<file path="config.mk">
export PLATFORM = sky130hd
export DESIGN_NAME = timekeep_alarm_unit
export DESIGN_NICKNAME = d
export VERILOG_FILES = /design/src/rtl/tk_pkg.sv /design/src/rtl/tk_line_qual.sv /design/src/rtl/tk_counter.sv /design/src/rtl/timekeep_alarm_unit.sv
export SDC_FILE = /design/constraint.sdc
export NUM_CORES = 1
export LEC_CHECK = 0
export ABC_AREA = 1
export CAP_MARGIN = 20
export CELL_PAD_IN_SITES_DETAIL_PLACEMENT = 1
export CELL_PAD_IN_SITES_GLOBAL_PLACEMENT = 1
export CORE_MARGIN = 2
export CORE_UTILIZATION = 43
export DETAILED_ROUTE_END_ITERATION = 10
export PLACE_DENSITY_LB_ADDON = 0.1
export SLEW_MARGIN = 20
export SYNTH_ARGS = -nofsm -noshare
export SYNTH_HDL_FRONTEND = slang
export SYNTH_SLANG_ARGS = --single-unit
</file>
<file path="constraint.sdc">
create_clock -name clk_i -period 1.7 [get_ports clk_i]
set_input_delay 0.34 -clock clk_i [delete_from_list [all_inputs] [get_ports clk_i]]
set_output_delay 0.34 -clock clk_i [all_outputs]
set_load 0.02 [all_outputs]
</file>
<file path="src/rtl/tk_pkg.sv">
package tk_pkg;
  localparam int AW = 5;

  localparam int A_STAT    = 0;
  localparam int A_CTRL    = 1;
  localparam int A_RTC     = 2;
  localparam int A_ITV     = 7;
  localparam int A_CYC     = 12;
  localparam int A_RTC_ALM = 16;
  localparam int A_ITV_ALM = 21;
  localparam int A_CYC_ALM = 26;

  localparam int RTC_NB = 5;
  localparam int ITV_NB = 5;
  localparam int CYC_NB = 4;

  typedef struct packed {
    logic dsel;    // 7
    logic stop;    // 6
    logic auto_m;  // 5
    logic osc;     // 4
    logic ro;      // 3
    logic wpc;     // 2
    logic wpi;     // 1
    logic wpr;     // 0
  } ctrl_t;
endpackage

</file>
<file path="src/rtl/tk_line_qual.sv">
module tk_line_qual #(
  parameter int DLY_SHORT = 1,
  parameter int DLY_LONG  = 32
) (
  input  logic clk_i,
  input  logic rst_ni,
  input  logic line_i,
  input  logic qual_tick_i,
  input  logic long_i,
  output logic fall_o,
  output logic run_o
);
  localparam int CW = $clog2(DLY_LONG + 1);

  logic [CW-1:0] hi_cnt_q, lo_cnt_q, thr;
  logic          line_q, run_q;

  assign thr = long_i ? CW'(DLY_LONG) : CW'(DLY_SHORT);

  // saturating run-length counters on each level
  always_ff @(posedge clk_i or negedge rst_ni) begin
    if (!rst_ni) begin
      hi_cnt_q <= '0;
      lo_cnt_q <= '0;
      line_q   <= 1'b0;
      run_q    <= 1'b0;
    end else begin
      line_q <= line_i;
      if (!line_i)                            hi_cnt_q <= '0;
      else if (qual_tick_i && hi_cnt_q < thr) hi_cnt_q <= hi_cnt_q + 1'b1;
      if (line_i)                             lo_cnt_q <= '0;
      else if (qual_tick_i && lo_cnt_q < thr) lo_cnt_q <= lo_cnt_q + 1'b1;
      if (line_i && hi_cnt_q >= thr)          run_q <= 1'b1;
      else if (!line_i && lo_cnt_q >= thr)    run_q <= 1'b0;
    end
  end

  assign fall_o = line_q & ~line_i & (hi_cnt_q >= thr);
  assign run_o  = run_q;


  fall_after_high_chk: assert property (@(posedge clk_i) disable iff (!rst_ni)
    fall_o |-> (!line_i && $past(line_i)));

  run_start_high_chk: assert property (@(posedge clk_i) disable iff (!rst_ni)
    $rose(run_q) |-> $past(line_i));

  run_stop_low_chk: assert property (@(posedge clk_i) disable iff (!rst_ni)
    $fell(run_q) |-> !$past(line_i));
endmodule

</file>
<file path="src/rtl/tk_counter.sv">
module tk_counter #(
  parameter int NB = 5,
  localparam int W = 8 * NB
) (
  input  logic          clk_i,
  input  logic          rst_ni,
  input  logic          inc_i,
  input  logic [NB-1:0] cnt_we_i,
  input  logic [NB-1:0] alm_we_i,
  input  logic [7:0]    wdata_i,
  input  logic          snap_i,
  output logic [W-1:0]  hold_o,
  output logic [W-1:0]  alm_o,
  output logic          hit_o
);
  logic [W-1:0] cnt_q, cnt_d, alm_q, alm_d, hold_q, cnt_nx;

  assign cnt_nx = cnt_q + W'(1);

  always_comb begin
    cnt_d = inc_i ? cnt_nx : cnt_q;
    alm_d = alm_q;
    for (int b = 0; b < NB; b++) begin
      if (cnt_we_i[b]) cnt_d[8*b +: 8] = wdata_i;
      if (alm_we_i[b]) alm_d[8*b +: 8] = wdata_i;
    end
  end

  always_ff @(posedge clk_i or negedge rst_ni) begin
    if (!rst_ni) begin
      cnt_q  <= '0;
      alm_q  <= '0;
      hold_q <= '0;
    end else begin
      cnt_q <= cnt_d;
      alm_q <= alm_d;
      if (snap_i) hold_q <= cnt_q;
    end
  end

  // alarm fires on the step onto the alarm value, not while parked on it
  assign hit_o  = inc_i && (cnt_we_i == '0) && (cnt_nx == alm_q);
  assign hold_o = hold_q;
  assign alm_o  = alm_q;


  cnt_idle_chk: assert property (@(posedge clk_i) disable iff (!rst_ni)
    (!inc_i && cnt_we_i == '0) |=> $stable(cnt_q));

  hold_stable_chk: assert property (@(posedge clk_i) disable iff (!rst_ni)
    !snap_i |=> $stable(hold_q));
endmodule

</file>
<file path="src/rtl/timekeep_alarm_unit.sv">
module timekeep_alarm_unit #(
  parameter int DLY_SHORT = 1,
  parameter int DLY_LONG  = 32
) (
  input  logic       clk_i,
  input  logic       rst_ni,
  input  logic       tick_i,
  input  logic       qual_tick_i,
  input  logic       line_i,
  input  logic       lock_i,
  input  logic       snap_i,
  input  logic       wr_en_i,
  input  logic       rd_en_i,
  input  logic [4:0] addr_i,
  input  logic [7:0] wdata_i,
  output logic [7:0] rdata_o,
  output logic       irq_no
);
  import tk_pkg::*;

  localparam int RTC_W = 8 * RTC_NB;
  localparam int ITV_W = 8 * ITV_NB;
  localparam int CYC_W = 8 * CYC_NB;

  ctrl_t ctrl_q, ctrl_wr, ctrl_d;
  logic [2:0] flag_q, ien_q, hit;
  logic       wr_ok, wp_any, stat_rd, fall, run;
  logic       rtc_inc, itv_inc, cyc_inc;
  logic [RTC_NB-1:0] rtc_we, rtc_awe;
  logic [ITV_NB-1:0] itv_we, itv_awe;
  logic [CYC_NB-1:0] cyc_we, cyc_awe;
  logic [RTC_W-1:0]  rtc_hold, rtc_alm;
  logic [ITV_W-1:0]  itv_hold, itv_alm;
  logic [CYC_W-1:0]  cyc_hold, cyc_alm;
  logic [7:0]        rd_mux, rdata_q;
  int                a;

  assign a       = int'(addr_i);
  assign wr_ok   = wr_en_i & ~lock_i;
  assign wp_any  = ctrl_q.wpr | ctrl_q.wpi | ctrl_q.wpc;
  assign stat_rd = rd_en_i && (a == A_STAT);

  tk_line_qual #(.DLY_SHORT(DLY_SHORT), .DLY_LONG(DLY_LONG)) u_qual (
    .clk_i(clk_i), .rst_ni(rst_ni), .line_i(line_i), .qual_tick_i(qual_tick_i),
    .long_i(ctrl_q.dsel), .fall_o(fall), .run_o(run)
  );

  assign rtc_inc = tick_i & ctrl_q.osc;
  assign itv_inc = tick_i & ctrl_q.osc & (ctrl_q.auto_m ? run : ~ctrl_q.stop);
  assign cyc_inc = fall & ctrl_q.osc;

  // byte strobes, gated by lock and per-counter protect
  always_comb begin
    for (int i = 0; i < RTC_NB; i++) begin
      rtc_we[i]  = wr_ok && !ctrl_q.wpr && (a == A_RTC + i);
      rtc_awe[i] = wr_ok && !ctrl_q.wpr && (a == A_RTC_ALM + i);
    end
    for (int i = 0; i < ITV_NB; i++) begin
      itv_we[i]  = wr_ok && !ctrl_q.wpi && (a == A_ITV + i);
      itv_awe[i] = wr_ok && !ctrl_q.wpi && (a == A_ITV_ALM + i);
    end
    for (int i = 0; i < CYC_NB; i++) begin
      cyc_we[i]  = wr_ok && !ctrl_q.wpc && (a == A_CYC + i);
      cyc_awe[i] = wr_ok && !ctrl_q.wpc && (a == A_CYC_ALM + i);
    end
  end

  tk_counter #(.NB(RTC_NB)) u_rtc (
    .clk_i(clk_i), .rst_ni(rst_ni), .inc_i(rtc_inc), .cnt_we_i(rtc_we),
    .alm_we_i(rtc_awe), .wdata_i(wdata_i), .snap_i(snap_i),
    .hold_o(rtc_hold), .alm_o(rtc_alm), .hit_o(hit[0])
  );
  tk_counter #(.NB(ITV_NB)) u_itv (
    .clk_i(clk_i), .rst_ni(rst_ni), .inc_i(itv_inc), .cnt_we_i(itv_we),
    .alm_we_i(itv_awe), .wdata_i(wdata_i), .snap_i(snap_i),
    .hold_o(itv_hold), .alm_o(itv_alm), .hit_o(hit[1])
  );
  tk_counter #(.NB(CYC_NB)) u_cyc (
    .clk_i(clk_i), .rst_ni(rst_ni), .inc_i(cyc_inc), .cnt_we_i(cyc_we),
    .alm_we_i(cyc_awe), .wdata_i(wdata_i), .snap_i(snap_i),
    .hold_o(cyc_hold), .alm_o(cyc_alm), .hit_o(hit[2])
  );

  // control write with protect rules
  always_comb begin
    ctrl_wr = ctrl_t'(wdata_i);
    ctrl_d  = ctrl_q;
    if (wr_ok && a == A_CTRL) begin
      if (!wp_any) begin
        ctrl_d = ctrl_wr;
      end else begin
        ctrl_d.osc = ctrl_q.osc | ctrl_wr.osc;
        if (!ctrl_q.wpi) begin
          ctrl_d.auto_m = ctrl_wr.auto_m;
          ctrl_d.stop   = ctrl_wr.stop;
        end
        if (!ctrl_q.wpc) ctrl_d.dsel = ctrl_wr.dsel;
      end
    end
  end

  always_ff @(posedge clk_i or negedge rst_ni) begin
    if (!rst_ni) begin
      ctrl_q  <= '0;
      flag_q  <= '0;
      ien_q   <= '0;
      rdata_q <= '0;
    end else begin
      ctrl_q <= ctrl_d;
      flag_q <= (stat_rd ? 3'b000 : flag_q) | hit;
      if (wr_ok && a == A_STAT) ien_q <= wdata_i[5:3];
      if (rd_en_i) rdata_q <= rd_mux;
    end
  end

  always_comb begin
    rd_mux = 8'h00;
    if (a == A_STAT)                                rd_mux = {2'b00, ien_q, flag_q};
    else if (a == A_CTRL)                           rd_mux = ctrl_q;
    else if (a >= A_RTC && a < A_RTC + RTC_NB)      rd_mux = rtc_hold[8*(a-A_RTC) +: 8];
    else if (a >= A_ITV && a < A_ITV + ITV_NB)      rd_mux = itv_hold[8*(a-A_ITV) +: 8];
    else if (a >= A_CYC && a < A_CYC + CYC_NB)      rd_mux = cyc_hold[8*(a-A_CYC) +: 8];
    else if (a >= A_RTC_ALM && a < A_RTC_ALM + RTC_NB) rd_mux = rtc_alm[8*(a-A_RTC_ALM) +: 8];
    else if (a >= A_ITV_ALM && a < A_ITV_ALM + ITV_NB) rd_mux = itv_alm[8*(a-A_ITV_ALM) +: 8];
    else if (a >= A_CYC_ALM && a < A_CYC_ALM + CYC_NB) rd_mux = cyc_alm[8*(a-A_CYC_ALM) +: 8];
  end

  assign rdata_o = rdata_q;
  assign irq_no  = ~|(flag_q & ~ien_q);


  flag_clear_chk: assert property (@(posedge clk_i) disable iff (!rst_ni)
    (stat_rd && hit == 3'b000) |=> (flag_q == 3'b000));

  flag_src_chk: assert property (@(posedge clk_i) disable iff (!rst_ni)
    (hit == 3'b000) |=> ((flag_q & ~$past(flag_q)) == 3'b000));

  wp_freeze_chk: assert property (@(posedge clk_i) disable iff (!rst_ni)
    wp_any |=> ($stable(ctrl_q[3:0]) && !$fell(ctrl_q.osc)));

  lock_hold_chk: assert property (@(posedge clk_i) disable iff (!rst_ni)
    lock_i |=> ($stable(ctrl_q) && $stable(ien_q)));
endmodule

</file>
==> results.sh, run 1 <==
export IMPL_syn_area_per_cell_sq_um=7.21
export IMPL_ys_seq_area_frac=0.413
export IMPL_synth_compound_area_frac=0.157
export IMPL_status="did not finish"
export IMPL_overflow=16
export IMPL_synth_top_family_by_area="simple AND/OR/NAND/NOR gates"
export IMPL_synth_area_mux_share=0.0110
export IMPL_tool_error="[ERROR GRT-0232] Routing congestion too high. Check the congestion heatmap in the GUI."
export IMPL_post_place_ws_ns=-0.962
export IMPL_fp_dieW_um=233
export IMPL_syn_cell_area_sq_um=22500
export IMPL_syn_nets=3169
export IMPL_grt_start_max_net_pins=58
export IMPL_num_rows=83
export IMPL_antenna_found_initial=22
export IMPL_htree_levels=2
export IMPL_port_buffers=30
export IMPL_cts_root_buf="clkbuf_16"
export IMPL_die_height_um=233
export IMPL_grt_use_total=0.735
export IMPL_start_util=0.437
export IMPL_grt_worst_endpoint="flag_q[1]$_DFF_PN0_/D"
export IMPL_clock_path_buffers=3
export IMPL_ys_ff_latch=372
export IMPL_worst_ep_kind="register input"
export IMPL_globalplace_congestion=0.980
export IMPL_synth_cell_types=50
export IMPL_synthXorXnorAreaFrac=0.0371
export IMPL_yosys_area_share_simple=0.295
export IMPL_placedCellCount=4414
export IMPL_postSynthCellCount=3123
export IMPL_stop_stage="global routing"
export IMPL_io_pins=31
export IMPL_synth_adder_area_share=0.0133
export IMPL_cts_sinks=372
export IMPL_cts_made_buffers=45
export IMPL_yosysWarnings=0
export IMPL_place_hpwl_um=80400
[repair_timing]
item / in CTS
pin swaps: 118
setup buffers: 67
resized for setup: 517
hold endpoints to repair: 199
endpoints found under the setup margin: 154
hold buffers: 1
[per-layer routing]
metal | track usage | GRT overflow
met1 | 0.725 | 0
met2 | 0.930 | 4
met3 | 0.547 | 2
met4 | 0.752 | 10
met5 | 0.252 | 0
[cell families after synthesis]
kind of cell	after synthesis
mux	22
compound gates	605
fa+ha+maj	24
simple gates	1594
buf+inv	425
flops	372
xor+xnor	81
[metrics by stage]
step | area, sq um | hold slack, ns
3_3_place_gp | 29000 | 0.238
2_1_floorplan | 22800 | 0.0444
3_5_place_dp | 29000 | 0.232
4_1_cts | 32800 | 0.123
[cell usage after synthesis, drive strengths merged]
cell	count	share of area
xnor2	29	0.012
o211ai	12	0.0040
nor3b	1	0.00056
o221ai	102	0.040
xnor3	7	0.0070
xor3	1	0.0011
nand4	48	0.013
or3	1	0.00028
a32o	1	0.00044
or2	4	0.0011
mux2	22	0.011
nand3	194	0.044
a211oi	1	0.00033
o22ai	18	0.0050
xor2	44	0.017
a21o	6	0.0020
and2	2	0.00056
clkinv	16	0.0028
buf	28	0.0062
o21bai	5	0.0017
nor4	2	0.00083
a31oi	3	0.0011
a21oi	150	0.033
clkbuf	80	0.013
nand2	982	0.17
a22oi	11	0.0037
nand3b	10	0.0033
and3	2	0.00056
inv	301	0.050
ha	24	0.013
dfrtp	372	0.41
o21ai	296	0.066
nor2	328	0.061
nor3	20	0.0047
==> run 2: changes to the inputs <==
--- a/config.mk
+++ b/config.mk
@@ -7,12 +7,10 @@
 export LEC_CHECK = 0
 export ABC_AREA = 1
 export CAP_MARGIN = 20
-export CELL_PAD_IN_SITES_DETAIL_PLACEMENT = 1
-export CELL_PAD_IN_SITES_GLOBAL_PLACEMENT = 1
 export CORE_MARGIN = 2
-export CORE_UTILIZATION = 43
+export CORE_UTILIZATION = 40
 export DETAILED_ROUTE_END_ITERATION = 10
-export PLACE_DENSITY_LB_ADDON = 0.1
+export PLACE_DENSITY_LB_ADDON = 0.15
 export SLEW_MARGIN = 20
 export SYNTH_ARGS = -nofsm -noshare
 export SYNTH_HDL_FRONTEND = slang
==> constraint.sdc (replaced) <==
create_clock -name clk_i -period 2.2 [get_ports clk_i]
set_input_delay 0.44 -clock clk_i [delete_from_list [all_inputs] [get_ports clk_i]]
set_output_delay 0.44 -clock clk_i [all_outputs]
set_load 0.02 [all_outputs]
==> run 2 against run 1 <==
The flow now finishes, with violations (setup timing). Synthesized area did not move. Synthesized cell count unchanged.
==> results.sh, run 2 <==
export IMPL_synth_cell_types=50
export IMPL_coreArea_sq_um=55400
export IMPL_synthArstFlopShare=1.00
export IMPL_clk_latency_ns=0.60
export IMPL_globalplace_congestion=0.968
export IMPL_cts_made_buffers=45
export IMPL_place_hpwl_um=68200
export IMPL_cts_tree="built"
export IMPL_p_per_area_nw_per_um2=627
export IMPL_area_growth_pct=33.4
export IMPL_synth_area_leader_cell="dfrtp_1"
export IMPL_max_freq_mhz=440
export IMPL_synth_edff_count=0
export IMPL_ir_drop_mv=0.524
export IMPL_met1_usage=0.432
export IMPL_yosysWarnings=0
export IMPL_final_cell_mix="nand2_1, buf_4, dfrtp_1"
export IMPL_yosysTopAreaCellShare=0.413
export IMPL_drtAntennaViolNets=0
export IMPL_initialDrtViolationCount=2170
export IMPL_drc_errors=0
export IMPL_first_pass_iters=6
export IMPL_place_area_sq_um=27400
export IMPL_die_height_um=241
export IMPL_overflow=0
export IMPL_hold_path_class="in -> reg"
export IMPL_busiest_layer="met2"
export IMPL_ys_ff_latch=372
export IMPL_globalRouteMet3Util=0.0489
export IMPL_n_fill_cell=5374
export IMPL_post_route_period_util=1.03
export IMPL_via_count=23900
export IMPL_slew_headroom=0.434
export IMPL_arrival_ns=2.80
export IMPL_fin_nets=3678
export IMPL_ys_seq_area_frac=0.413
export IMPL_p_leak_nw=13.6
export IMPL_syn_nets=3169
export IMPL_cts_sinks=372
export IMPL_grt_start_max_net_pins=100
export IMPL_hold_violations=0
export IMPL_start_kind="flip-flop"
export IMPL_synth_main_ff_cell="dfrtp_1"
export IMPL_endpoint_kind="flip-flop"
export IMPL_tns_ns=-0.0734
export IMPL_period_minus_slack_ns=2.27
export IMPL_max_stage_delay_ns=0.40
export IMPL_path_common_cell="nand2_1"
export IMPL_grt_pass1_vias=22900
export IMPL_path_class="reg -> reg"
export IMPL_cp_max_fo=4
export IMPL_viasPerCell=5.42
export IMPL_htree_levels=2
export IMPL_post_place_ws_ns=-0.627
export IMPL_io_pins=31
export IMPL_placedCellCount=4286
export IMPL_final_common_cell="nand2_1"
export IMPL_tightestPinTransition_ns=0.845
export IMPL_clk_pin_slew_ns=0.06
export IMPL_num_rows=86
export IMPL_failed_checks="setup timing"
export IMPL_final_area_sq_um=30000
export IMPL_grt_use_total=0.315
export IMPL_setup_violations=1
export IMPL_die_area_sq_um=58200
export IMPL_grt_util_met2=0.500
export IMPL_postSynthCellCount=3123
export IMPL_post_route_util=0.542
export IMPL_fp_dieW_um=241
export IMPL_stdcell_count=4415
export IMPL_antenna_found_initial=3
export IMPL_critical_path_slowest_cell="dfrtp_1"
export IMPL_syn_cell_area_sq_um=22500
export IMPL_wl_um=91800
export IMPL_fin_ws_ns=-0.0734
export IMPL_antennaDiodeCount=0
export IMPL_skew_ns=0.0284
export IMPL_crit_chain="ha_2, nand2_2, nor2_4, nand2_4, nor2_8, buf_12, buf_4, nand4_1, nand3_1, nand2_1, nor2_1, nand2_1, nor2_2, nand4_1, nand2_1"
export IMPL_synth_top_cells_by_count="nand2_1, dfrtp_1, nor2_1"
export IMPL_port_buffers=30
export IMPL_synthTopCellsByArea="dfrtp_1, nand2_1, o21ai_0"
export IMPL_start_util=0.406
export IMPL_status="finished with violations"
export IMPL_final_max_slew_viol_count=0
export IMPL_syn_area_per_cell_sq_um=7.21
export IMPL_layout_drive_gt1_share=0.238
export IMPL_routedWlPerCell_um=20.8
export IMPL_synth_most_common_cell="nand2_1"
export IMPL_grt_pass1_wl_um=137000
export IMPL_cp_data_required_time_ns=2.73
export IMPL_cts_root_buf="clkbuf_16"
export IMPL_rsz0062_at_grt="true"
export IMPL_maxCapViolCount=0
export IMPL_clock_path_buffers=3
[run 2: cell counts after synthesis]
No cell type changed its count.
[run 2: final cells by class]
cell class,count,area (sq um),area share
multi-input cells,2326,12200,0.406
repair buffers,570,4820,0.160
flip-flops and latches,372,9340,0.311
inverters,317,1210,0.0403
clock inverters,14,230,0.00766
well taps,748,936,0.0312
clock buffers,68,1310,0.0437
[run 2: kinds of logic (layout without fill, tap and decap cells)]
logic type | count (synthesis) | count (layout) | share of synthesized area
mux | 22 | 22 | 0.0110
simple gates | 1594 | 1594 | 0.295
buf+inv | 425 | 969 | 0.0725
fa+ha+maj | 24 | 24 | 0.0133
flops | 372 | 372 | 0.413
compound gates | 605 | 605 | 0.157
xor+xnor | 81 | 81 | 0.0371
[run 2: through the flow]
stage          total power, mW  hold WS, ns
2_1_floorplan             9.01        0.144
3_3_place_gp              10.6        0.292
3_5_place_dp              10.6        0.287
4_1_cts                   18.7        0.157
5_1_grt                   19.5        0.181
6_report                  18.8        0.177
[run 2: timing repair]
action,in CTS,in global routing
setup buffers,14,32
endpoints found under the setup margin,16,80
cloned,0,0
pin swaps,22,62
endpoints found under the hold margin,104,0
hold buffers,1,0
resized for setup,58,162
[run 2: power by group]
part	leakage, nW	internal, mW	switching [mW]
Combinational	7.85	1.34	2.03
Sequential	5.04	7.17	0.312
Clock	0.755	4.81	3.17
[run 2: worst max-delay path: cells and delay by family, from the launching register on]
family	cells	cell delay [ns]
buffers and inverters	2	0.21
and+or+nand+nor	12	1.39
adders and majority gates	1	0.21
DFF	1	0.40
[run 2: metal layers]
metal | part of all wire | up-vias
met1 | 0.43 | 11500
li1 | - | 11300
met4 | 0.043 | 4
met2 | 0.45 | 898
met3 | 0.071 | 224
met5 | 0.00024 | -
[run 2: final timing paths]
| path | start | endpoint | slack, ns | depth (start not counted) |
|---|---|---|---|---|
| setup / recovery | u_rtc.cnt_q[0] | flag_q[0] | -0.07 | 15 |
| hold / removal | snap_i | u_cyc.hold_o[7] | 0.18 | 2 |
| setup reg to reg | u_rtc.cnt_q[0] | flag_q[0] | -0.07 | 15 |
| hold reg to reg | ctrl_q[6] | ctrl_q[6] | 0.49 | 2 |
| max in group asynchronous | rst_ni | u_cyc.hold_o[7] | 1.03 | 4 |
| min in group asynchronous | rst_ni | u_itv.hold_o[21] | 0.28 | 2 |
No activity file was read; power rests on OpenSTA's default activity.
